`config.mk`:
```
export PLATFORM = sky130hd
export DESIGN_NAME = serial_crc5
export DESIGN_NICKNAME = d
export VERILOG_FILES = /design/src/rtl/crc5_pkg.sv /design/src/rtl/crc5_step_direct.sv /design/src/rtl/crc5_step_augment.sv /design/src/rtl/crc5_seq_ctrl.sv /design/src/rtl/crc5_state_reg.sv /design/src/rtl/serial_crc5.sv
export SDC_FILE = /design/constraint.sdc
export NUM_CORES = 1
export LEC_CHECK = 0
export ABC_AREA = 1
export BUFFER_PORTS_ARGS = -buffer_cell sky130_fd_sc_hd__buf_2
export CORE_AREA = 4 4 41 43
export CTS_CLUSTER_DIAMETER = 50
export CTS_CLUSTER_SIZE = 14
export DETAILED_ROUTE_END_ITERATION = 10
export DIE_AREA = 0 0 45 47
export MAX_ROUTING_LAYER = met4
export PLACE_DENSITY = 0.82
export SETUP_SLACK_MARGIN = 0.1
export SLEW_MARGIN = 20
export SYNTH_ARGS = -nofsm -noshare
export SYNTH_HDL_FRONTEND = slang
export SYNTH_SLANG_ARGS = --single-unit
```
`constraint.sdc`:
```
create_clock -name clk -period 2.6 [get_ports clk]
set_clock_uncertainty 0.2 [all_clocks]
set_input_delay 0.39 -clock clk [delete_from_list [all_inputs] [get_ports clk]]
set_output_delay 0.39 -clock clk [all_outputs]
set_load 0.01 [all_outputs]
```
`src/rtl/crc5_pkg.sv`:
```
package crc5_pkg;

  // Architecture selectors
  localparam int ARCH_DIRECT  = 0;
  localparam int ARCH_AUGMENT = 1;

  // Sequencer phases
  typedef enum logic [1:0] {
    PH_IDLE = 2'd0,
    PH_MSG  = 2'd1,
    PH_PAD  = 2'd2
  } phase_t;

endpackage

```
`src/rtl/crc5_step_direct.sv`:
```
// One shift of the direct form: the data bit joins the feedback term.
module crc5_step_direct #(
  parameter int               WIDTH = 5,
  parameter logic [WIDTH-1:0] POLY  = 5'b00111
) (
  input  logic [WIDTH-1:0] cur_i,
  input  logic             din_i,
  output logic [WIDTH-1:0] nxt_o
);

  logic fb;

  always_comb begin
    fb    = cur_i[WIDTH-1] ^ din_i;
    nxt_o = {cur_i[WIDTH-2:0], 1'b0} ^ (fb ? POLY : '0);
  end

endmodule

```
`src/rtl/crc5_step_augment.sv`:
```
// One shift of the division form: the data bit enters as LSB, the
// bit leaving the top decides whether the divisor is subtracted.
module crc5_step_augment #(
  parameter int               WIDTH = 5,
  parameter logic [WIDTH-1:0] POLY  = 5'b00111
) (
  input  logic [WIDTH-1:0] cur_i,
  input  logic             din_i,
  output logic [WIDTH-1:0] nxt_o
);

  logic out_bit;

  always_comb begin
    out_bit = cur_i[WIDTH-1];
    nxt_o   = {cur_i[WIDTH-2:0], din_i} ^ (out_bit ? POLY : '0);
  end

endmodule

```
`src/rtl/crc5_seq_ctrl.sv`:
```
// Counts shifts, inserts the zero padding in the division form and
// produces the done pulse.
module crc5_seq_ctrl
  import crc5_pkg::*;
#(
  parameter int WIDTH    = 5,
  parameter int MSG_BITS = 8,
  parameter int ARCH     = ARCH_DIRECT
) (
  input  logic clk,
  input  logic rst_n,
  input  logic start_i,
  input  logic bit_vld_i,
  input  logic bit_i,
  output logic clr_o,
  output logic shift_en_o,
  output logic shift_bit_o,
  output logic done_o
);

  localparam int PAD_BITS = (ARCH == ARCH_AUGMENT) ? WIDTH : 0;
  localparam int TOTAL    = MSG_BITS + PAD_BITS;
  localparam int CNT_W    = $clog2(TOTAL + 1);

  phase_t             phase_q, phase_d, phase_base;
  logic [CNT_W-1:0]   cnt_q, cnt_d, cnt_base, cnt_inc;
  logic               done_q, done_d;
  logic               ctl_en;

  // Next-state logic
  always_comb begin
    clr_o       = start_i;
    phase_base  = start_i ? PH_MSG : phase_q;
    cnt_base    = start_i ? '0 : cnt_q;
    shift_en_o  = 1'b0;
    shift_bit_o = 1'b0;

    unique case (phase_base)
      PH_MSG: begin
        shift_en_o  = bit_vld_i;
        shift_bit_o = bit_i;
      end
      PH_PAD: begin
        shift_en_o  = 1'b1;
        shift_bit_o = 1'b0;
      end
      default: begin
        shift_en_o  = 1'b0;
        shift_bit_o = 1'b0;
      end
    endcase

    cnt_inc = cnt_base + CNT_W'(1);
    cnt_d   = shift_en_o ? cnt_inc : cnt_base;
    done_d  = shift_en_o && (cnt_inc == CNT_W'(TOTAL));

    phase_d = phase_base;
    if (done_d) begin
      phase_d = PH_IDLE;
    end else if (shift_en_o && (phase_base == PH_MSG) &&
                 (cnt_inc == CNT_W'(MSG_BITS))) begin
      phase_d = PH_PAD;
    end

    ctl_en = start_i | shift_en_o;
  end

  // Registers
  always_ff @(posedge clk or negedge rst_n) begin
    if (!rst_n) begin
      phase_q <= PH_IDLE;
      cnt_q   <= '0;
    end else if (ctl_en) begin
      phase_q <= phase_d;
      cnt_q   <= cnt_d;
    end
  end

  always_ff @(posedge clk or negedge rst_n) begin
    if (!rst_n) begin
      done_q <= 1'b0;
    end else begin
      done_q <= done_d;
    end
  end

  assign done_o = done_q;

endmodule

```
`src/rtl/crc5_state_reg.sv`:
```
// Remainder register with clear and shift enable.
module crc5_state_reg #(
  parameter int WIDTH = 5
) (
  input  logic             clk,
  input  logic             rst_n,
  input  logic             clr_i,
  input  logic             shift_en_i,
  input  logic [WIDTH-1:0] step_i,
  output logic [WIDTH-1:0] cur_o,
  output logic [WIDTH-1:0] base_o
);

  logic [WIDTH-1:0] rem_q, rem_d;
  logic             rem_en;

  always_comb begin
    base_o = clr_i ? '0 : rem_q;
    rem_d  = shift_en_i ? step_i : base_o;
    rem_en = clr_i | shift_en_i;
  end

  always_ff @(posedge clk or negedge rst_n) begin
    if (!rst_n) begin
      rem_q <= '0;
    end else if (rem_en) begin
      rem_q <= rem_d;
    end
  end

  assign cur_o = rem_q;

endmodule

```
`src/rtl/serial_crc5.sv`:
```
module serial_crc5
  import crc5_pkg::*;
#(
  parameter int               WIDTH    = 5,
  parameter logic [WIDTH-1:0] POLY     = 5'b00111,
  parameter int               MSG_BITS = 8,
  parameter int               ARCH     = ARCH_DIRECT
) (
  input  logic             clk,
  input  logic             rst_n,
  input  logic             start_i,
  input  logic             bit_vld_i,
  input  logic             bit_i,
  output logic [WIDTH-1:0] crc_o,
  output logic             done_o
);

  logic             clr;
  logic             shift_en;
  logic             shift_bit;
  logic [WIDTH-1:0] rem_base;
  logic [WIDTH-1:0] rem_step;

  crc5_seq_ctrl #(
    .WIDTH    (WIDTH),
    .MSG_BITS (MSG_BITS),
    .ARCH     (ARCH)
  ) u_ctrl (
    .clk         (clk),
    .rst_n       (rst_n),
    .start_i     (start_i),
    .bit_vld_i   (bit_vld_i),
    .bit_i       (bit_i),
    .clr_o       (clr),
    .shift_en_o  (shift_en),
    .shift_bit_o (shift_bit),
    .done_o      (done_o)
  );

  generate
    if (ARCH == ARCH_AUGMENT) begin : g_aug
      crc5_step_augment #(
        .WIDTH (WIDTH),
        .POLY  (POLY)
      ) u_step (
        .cur_i (rem_base),
        .din_i (shift_bit),
        .nxt_o (rem_step)
      );
    end else begin : g_dir
      crc5_step_direct #(
        .WIDTH (WIDTH),
        .POLY  (POLY)
      ) u_step (
        .cur_i (rem_base),
        .din_i (shift_bit),
        .nxt_o (rem_step)
      );
    end
  endgenerate

  crc5_state_reg #(
    .WIDTH (WIDTH)
  ) u_rem (
    .clk        (clk),
    .rst_n      (rst_n),
    .clr_i      (clr),
    .shift_en_i (shift_en),
    .step_i     (rem_step),
    .cur_o      (crc_o),
    .base_o     (rem_base)
  );

endmodule

```
Word-level counts from Yosys, hierarchy flattened
Cells that the tools add are included.

Output and inout bits: 6. Memories kept: 0. Bits in writable memories: 0. Bits in registers: 12. Bits of input ports: 5. Latch bits: 0. ROM bits: 0.

$lt $le $gt $ge: 0. Muxes and demuxes: 10. Bitwise operators: 3. Add/subtract/negate cells: 1. $mul: 0. Equality and inequality tests: 3. Reduce and logical (&&, ||, !) cells: 3. Shift operators: 0. Div/mod/pow operators: 0.

Operators with widths (count): $mux 5 (2); $mux 4 (2); $mux 2 (3); $xor 5x5->5 (1); $add 4x1->4 const B (1); $eq 4x4->1 const B (1); $logic_and 1x1->1 (3); $mux 3 (1); $eq 2x1->1 const B (1); $eq 2x2->1 const B (1); $pmux 1 s2 (1); $mux 1 (1); $or 1x1->1 (1); $xor 1x1->1 (1).

Logic depth before layout (Yosys ltp)
Depth after elaboration: 7. Gate-level depth with buffers: 11. Depth with buffers taken out: 11.

Modules after synthesis
From an unflattened synthesis, not the netlist that was laid out.

Cells, all modules: 96. Area, all modules: 744.5 um2.

By module, submodules not included: crc5_seq_ctrl (cells an instance 47, times used 1, area an instance 430.4 um2); crc5_state_reg (cells an instance 31, times used 1, area an instance 230.2 um2); crc5_step_direct (cells an instance 18, times used 1, area an instance 83.8 um2).

Worst setup path after synthesis
OpenSTA, ideal clock, no wires.

Path type: in2reg. Start: in start_i. End: reg u_ctrl.cnt_q[1]. Path slack: 0.923 ns. Path buffers: 0. Cell stages on the path: 8. Data arrival time: 1.358 ns. Cell sequence: nor2_1 -> inv_1 -> ha_1 -> inv_1 -> nand2_2 -> inv_2 -> nand2_1 -> and2_1.

Cells in the longest elaborated chain, start to end: 4. Elaborated cells between the ends (all ways): 8. Those cells by class: add/sub (1); eq/ne (2); mux (4); bitwise (1).

RTL lines: from (decl) (RTL line serial_crc5.sv:11) `input logic start_i,`; branches (longest 4 deep; another with $add 4x1->4); to (signal assigned) (RTL line crc5_seq_ctrl.sv:75) `cnt_q <= cnt_d;`; to (decl) (RTL line crc5_seq_ctrl.sv:26) `logic [CNT_W-1:0] cnt_q, cnt_d, cnt_base, cnt_inc;`.

Several ways; the timed one is not identified. A chain may end at the register's enable or synchronous reset.

Final worst setup path
Start: reg u_ctrl.phase_q[0]. End: reg u_ctrl.cnt_q[1].

Cells in the longest elaborated chain, start to end: 4. Elaborated cells between the ends (all ways): 6. Those cells by class: eq/ne (2); mux (3); bitwise (1).

RTL lines: from (decl) (RTL line crc5_seq_ctrl.sv:25) `phase_t phase_q, phase_d, phase_base;`; from (signal assigned) (RTL line crc5_seq_ctrl.sv:74) `phase_q <= phase_d;`; $mux 2 * (RTL line crc5_seq_ctrl.sv:33) `phase_base = start_i ? PH_MSG : phase_q;`; $eq 2x2->1 or $eq 2x1->1 (tied branches) (RTL line crc5_seq_ctrl.sv:38) `unique case (phase_base)`; $pmux 1 s2 * (RTL line crc5_seq_ctrl.sv:38); $mux 4 or $or 1x1->1 (tied branches) (RTL line crc5_seq_ctrl.sv:54, crc5_seq_ctrl.sv:65).

Mark *: on every way between the ends. The rest lies on a longest branch, timed or not.

==> run_results.csv <==
group,metric,value,unit
status,status,"finished clean",
global_routing,grt_pass1_wl,2021,um
synth,synth_nets,89,
floorplanning,initial_utilization,49.42,%
floorplanning,die_h,47,um
detailed_routing,ant_nets,0,
timing,finalMaxSlewViolations,0,
cts,ctsHtreeMaxLevel,1,
synth,synth_top_family_by_area,"simple AND/OR/NAND/NOR gates",
timing,worst_pin_slew,0.2674,ns
power_and_ir_drop,leakagePower,0.4070,nW
critical_path,startpoint,"u_ctrl.phase_q[0]",
detailed_routing,vias,535,
timing,finalSetupTns,0,ns
finish,fillers,123,
run,drv_cap,0,
finish,drive_above_1_share,22.92,%
placement,dp_hpwl,924,um
critical_path,crit_family,"simple AND/OR/NAND/NOR gates",
synth,ys_warn_count,0,
critical_path,required,2.55,ns
detailed_routing,vias_per_cell,4.820,
critical_path,crit_buf_inv,3,
critical_path,critPathSlowestCell,"dfrtp_1",
critical_path,path_cells,"nor2_1, inv_1, ha_1, inv_1, nand2_2, inv_2, nand2_1, and2_1",
synth,synth_area_per_cell,7.843,um2
timing,rsz0062_at_grt,"false",
timing,timing.final.crit_share,67.46,%
floorplanning,fp.dieArea,0.002115,mm2
synth,synth_compound_area_share,4.669,%
critical_path,arrival,1.71,ns
placement,gp_congestion,0.8625,
detailed_routing,wl,1201,um
synth,synthSimpleGateAreaFrac,36.19,%
placement,placed_area,711.9,um2
global_routing,grt_pass1_vias,514,
timing,hold_viol,0,
power_and_ir_drop,powerDensity,491.5,mW/mm2
finish,final_common_cell,"nand2_1",
power_and_ir_drop,ir_drop,0.3070,mV
hold_path,hp-start,"start_i",
critical_path,crit_top_cell,"inv_1",
critical_path,path_max_fanout,8,
floorplanning,rows,13,
placement,port_buffers,10,
critical_path,worst_setup_path_start_kind,"flop",
global_routing,grt_use_total,13.91,%
synth,muxShareOfSynthArea,0,%
critical_path,critPathCaptureType,"flop",
cts,cts-root-buf,"clkbuf_4",
synth,syn_area,643.1,um2
floorplanning,fp.dieW,45,um
cts,insertion_delay,0.26,ns
timing,worst_slack,0.8462,ns
placement,place_ws,0.6340,ns
cts,cts_tree,"built",
finish,final_cell_count_no_fill,111,
critical_path,cp_slowest_stage_delay,0.36,ns
finish,area_growth,15.76,%
synth,synth-seq-area-share,46.69,%
finish,final_area,744.5,um2
hold_path,hold_class,"input port to flop",
critical_path,r2r-start,"u_ctrl.phase_q[0]",
global_routing,antenna_found_initial,0,
finish,diodes,0,
cts,cts_sinks,12,
synth,yosys_register_bits,12,
timing,setup_viol,0,
global_routing,grt_overflow,0,
synth,synth_cell_type_count,15,
detailed_routing,drc,0,
cts,numCtsBuffers,3,
detailed_routing,dr.pass1.iters,4,
detailed_routing,wire_per_inst,10.82,um
synth,synth_xor_area_share,0,%
floorplanning,pin_count,11,
detailed_routing,drt_iter0_markers,8,
timing,period_minus_slack,1.754,ns
timing,max_freq,570.2,MHz
power_and_ir_drop,power,0.3659,mW
floorplanning,core,0.001301,mm2
finish,nets,105,
critical_path,crit_type,"flop to flop",
global_routing,grt_max_degree,13,
timing,relSlewSlack,82.17,%
placement,place_inst,107,
finish,finish.utilization,57.21,%
finish,final_cell_mix,"nand2_1, inv_1, dfrtp_1, nand3_1, buf_2",
synth,synth-adder-area-share,3.891,%
synth,syn_inst,82,
timing,worst_hold_slack,0.2881,ns
cts,cts.clk_slew.worst_paths,0.06,ns
cts,clk_path_buf_depth,2,
[layer usage]
layer  up-vias  wire, um  global-route usage (%)
met1       228       512                   16.35
li1        287         -                       -
met4         0        36                   9.942
met3         6        65                   2.299
met2        14       586                   21.47
met5         -         0                       -
[report_power, final]
| group | total [mW] | internal (mW) | switching (mW) |
|---|---|---|---|
| sequential | 0.204 | 0.197 | 0.00734 |
| combinational | 0.0531 | 0.0188 | 0.0342 |
| clock | 0.109 | 0.0535 | 0.0554 |
| total | 0.366 | 0.269 | 0.0969 |
[worst paths after layout]
check / slack (ns) / endpoint / cells after the start
worst min-delay path: 0.29 / u_ctrl.cnt_q[2] / 4
worst min register to register: 0.31 / u_ctrl.cnt_q[3] / 2
min in group asynchronous: 0.33 / u_ctrl.cnt_q[0] / 2
max in group asynchronous: 1.66 / u_ctrl.phase_q[1] / 2
worst max-delay path: 0.85 / u_ctrl.cnt_q[1] / 8
worst max register to register: 0.85 / u_ctrl.cnt_q[1] / 8
[cell type report]
type                            count  area [um2]  area share, %
Tap cell                           15       18.77          2.521
Clock buffer                        3       22.52          3.025
Sequential cell                    12       300.3          40.34
Inverter                           14       55.05          7.395
Multi-Input combinational cell     56       287.8          38.66
Timing Repair Buffer               11       60.06          8.067
[state kept, by name, summed over array words and instances (netlist names)]
| register | flops |
|---|---|
| u_ctrl.done_o | 1 |
| u_ctrl.cnt_q | 4 |
| u_ctrl.phase_q | 2 |
| u_rem.cur_o | 5 |
[tightest hold or removal path: stages]
cell     delay [ns]
buf_2          0.15
nor2_1         0.06
nand2_1        0.05
o21ai_1        0.06
[repair_timing]
| item | CTS | global route |
|---|---|---|
| buffers inserted | 0 | 0 |
| endpoints found under the hold margin | 12 | 0 |
| resized for setup | 0 | 0 |
| hold buffers | 1 | 0 |
[cells by family after synthesis]
family,Yosys count
AOI/OAI and AO/OA,6
adders and majority gates,2
buffers and inverters,14
DFF,12
and+or+nand+nor,48
[Yosys cell counts (all sizes together)]
cell type | n | share of area, %
and2 | 1 | 0.97
dfrtp | 12 | 47
ha | 2 | 3.9
inv | 14 | 8.6
nand2 | 27 | 18
nand3 | 12 | 10
nor2 | 8 | 7.0
o21ai | 6 | 4.7
Power figures use the tool's default switching activity.
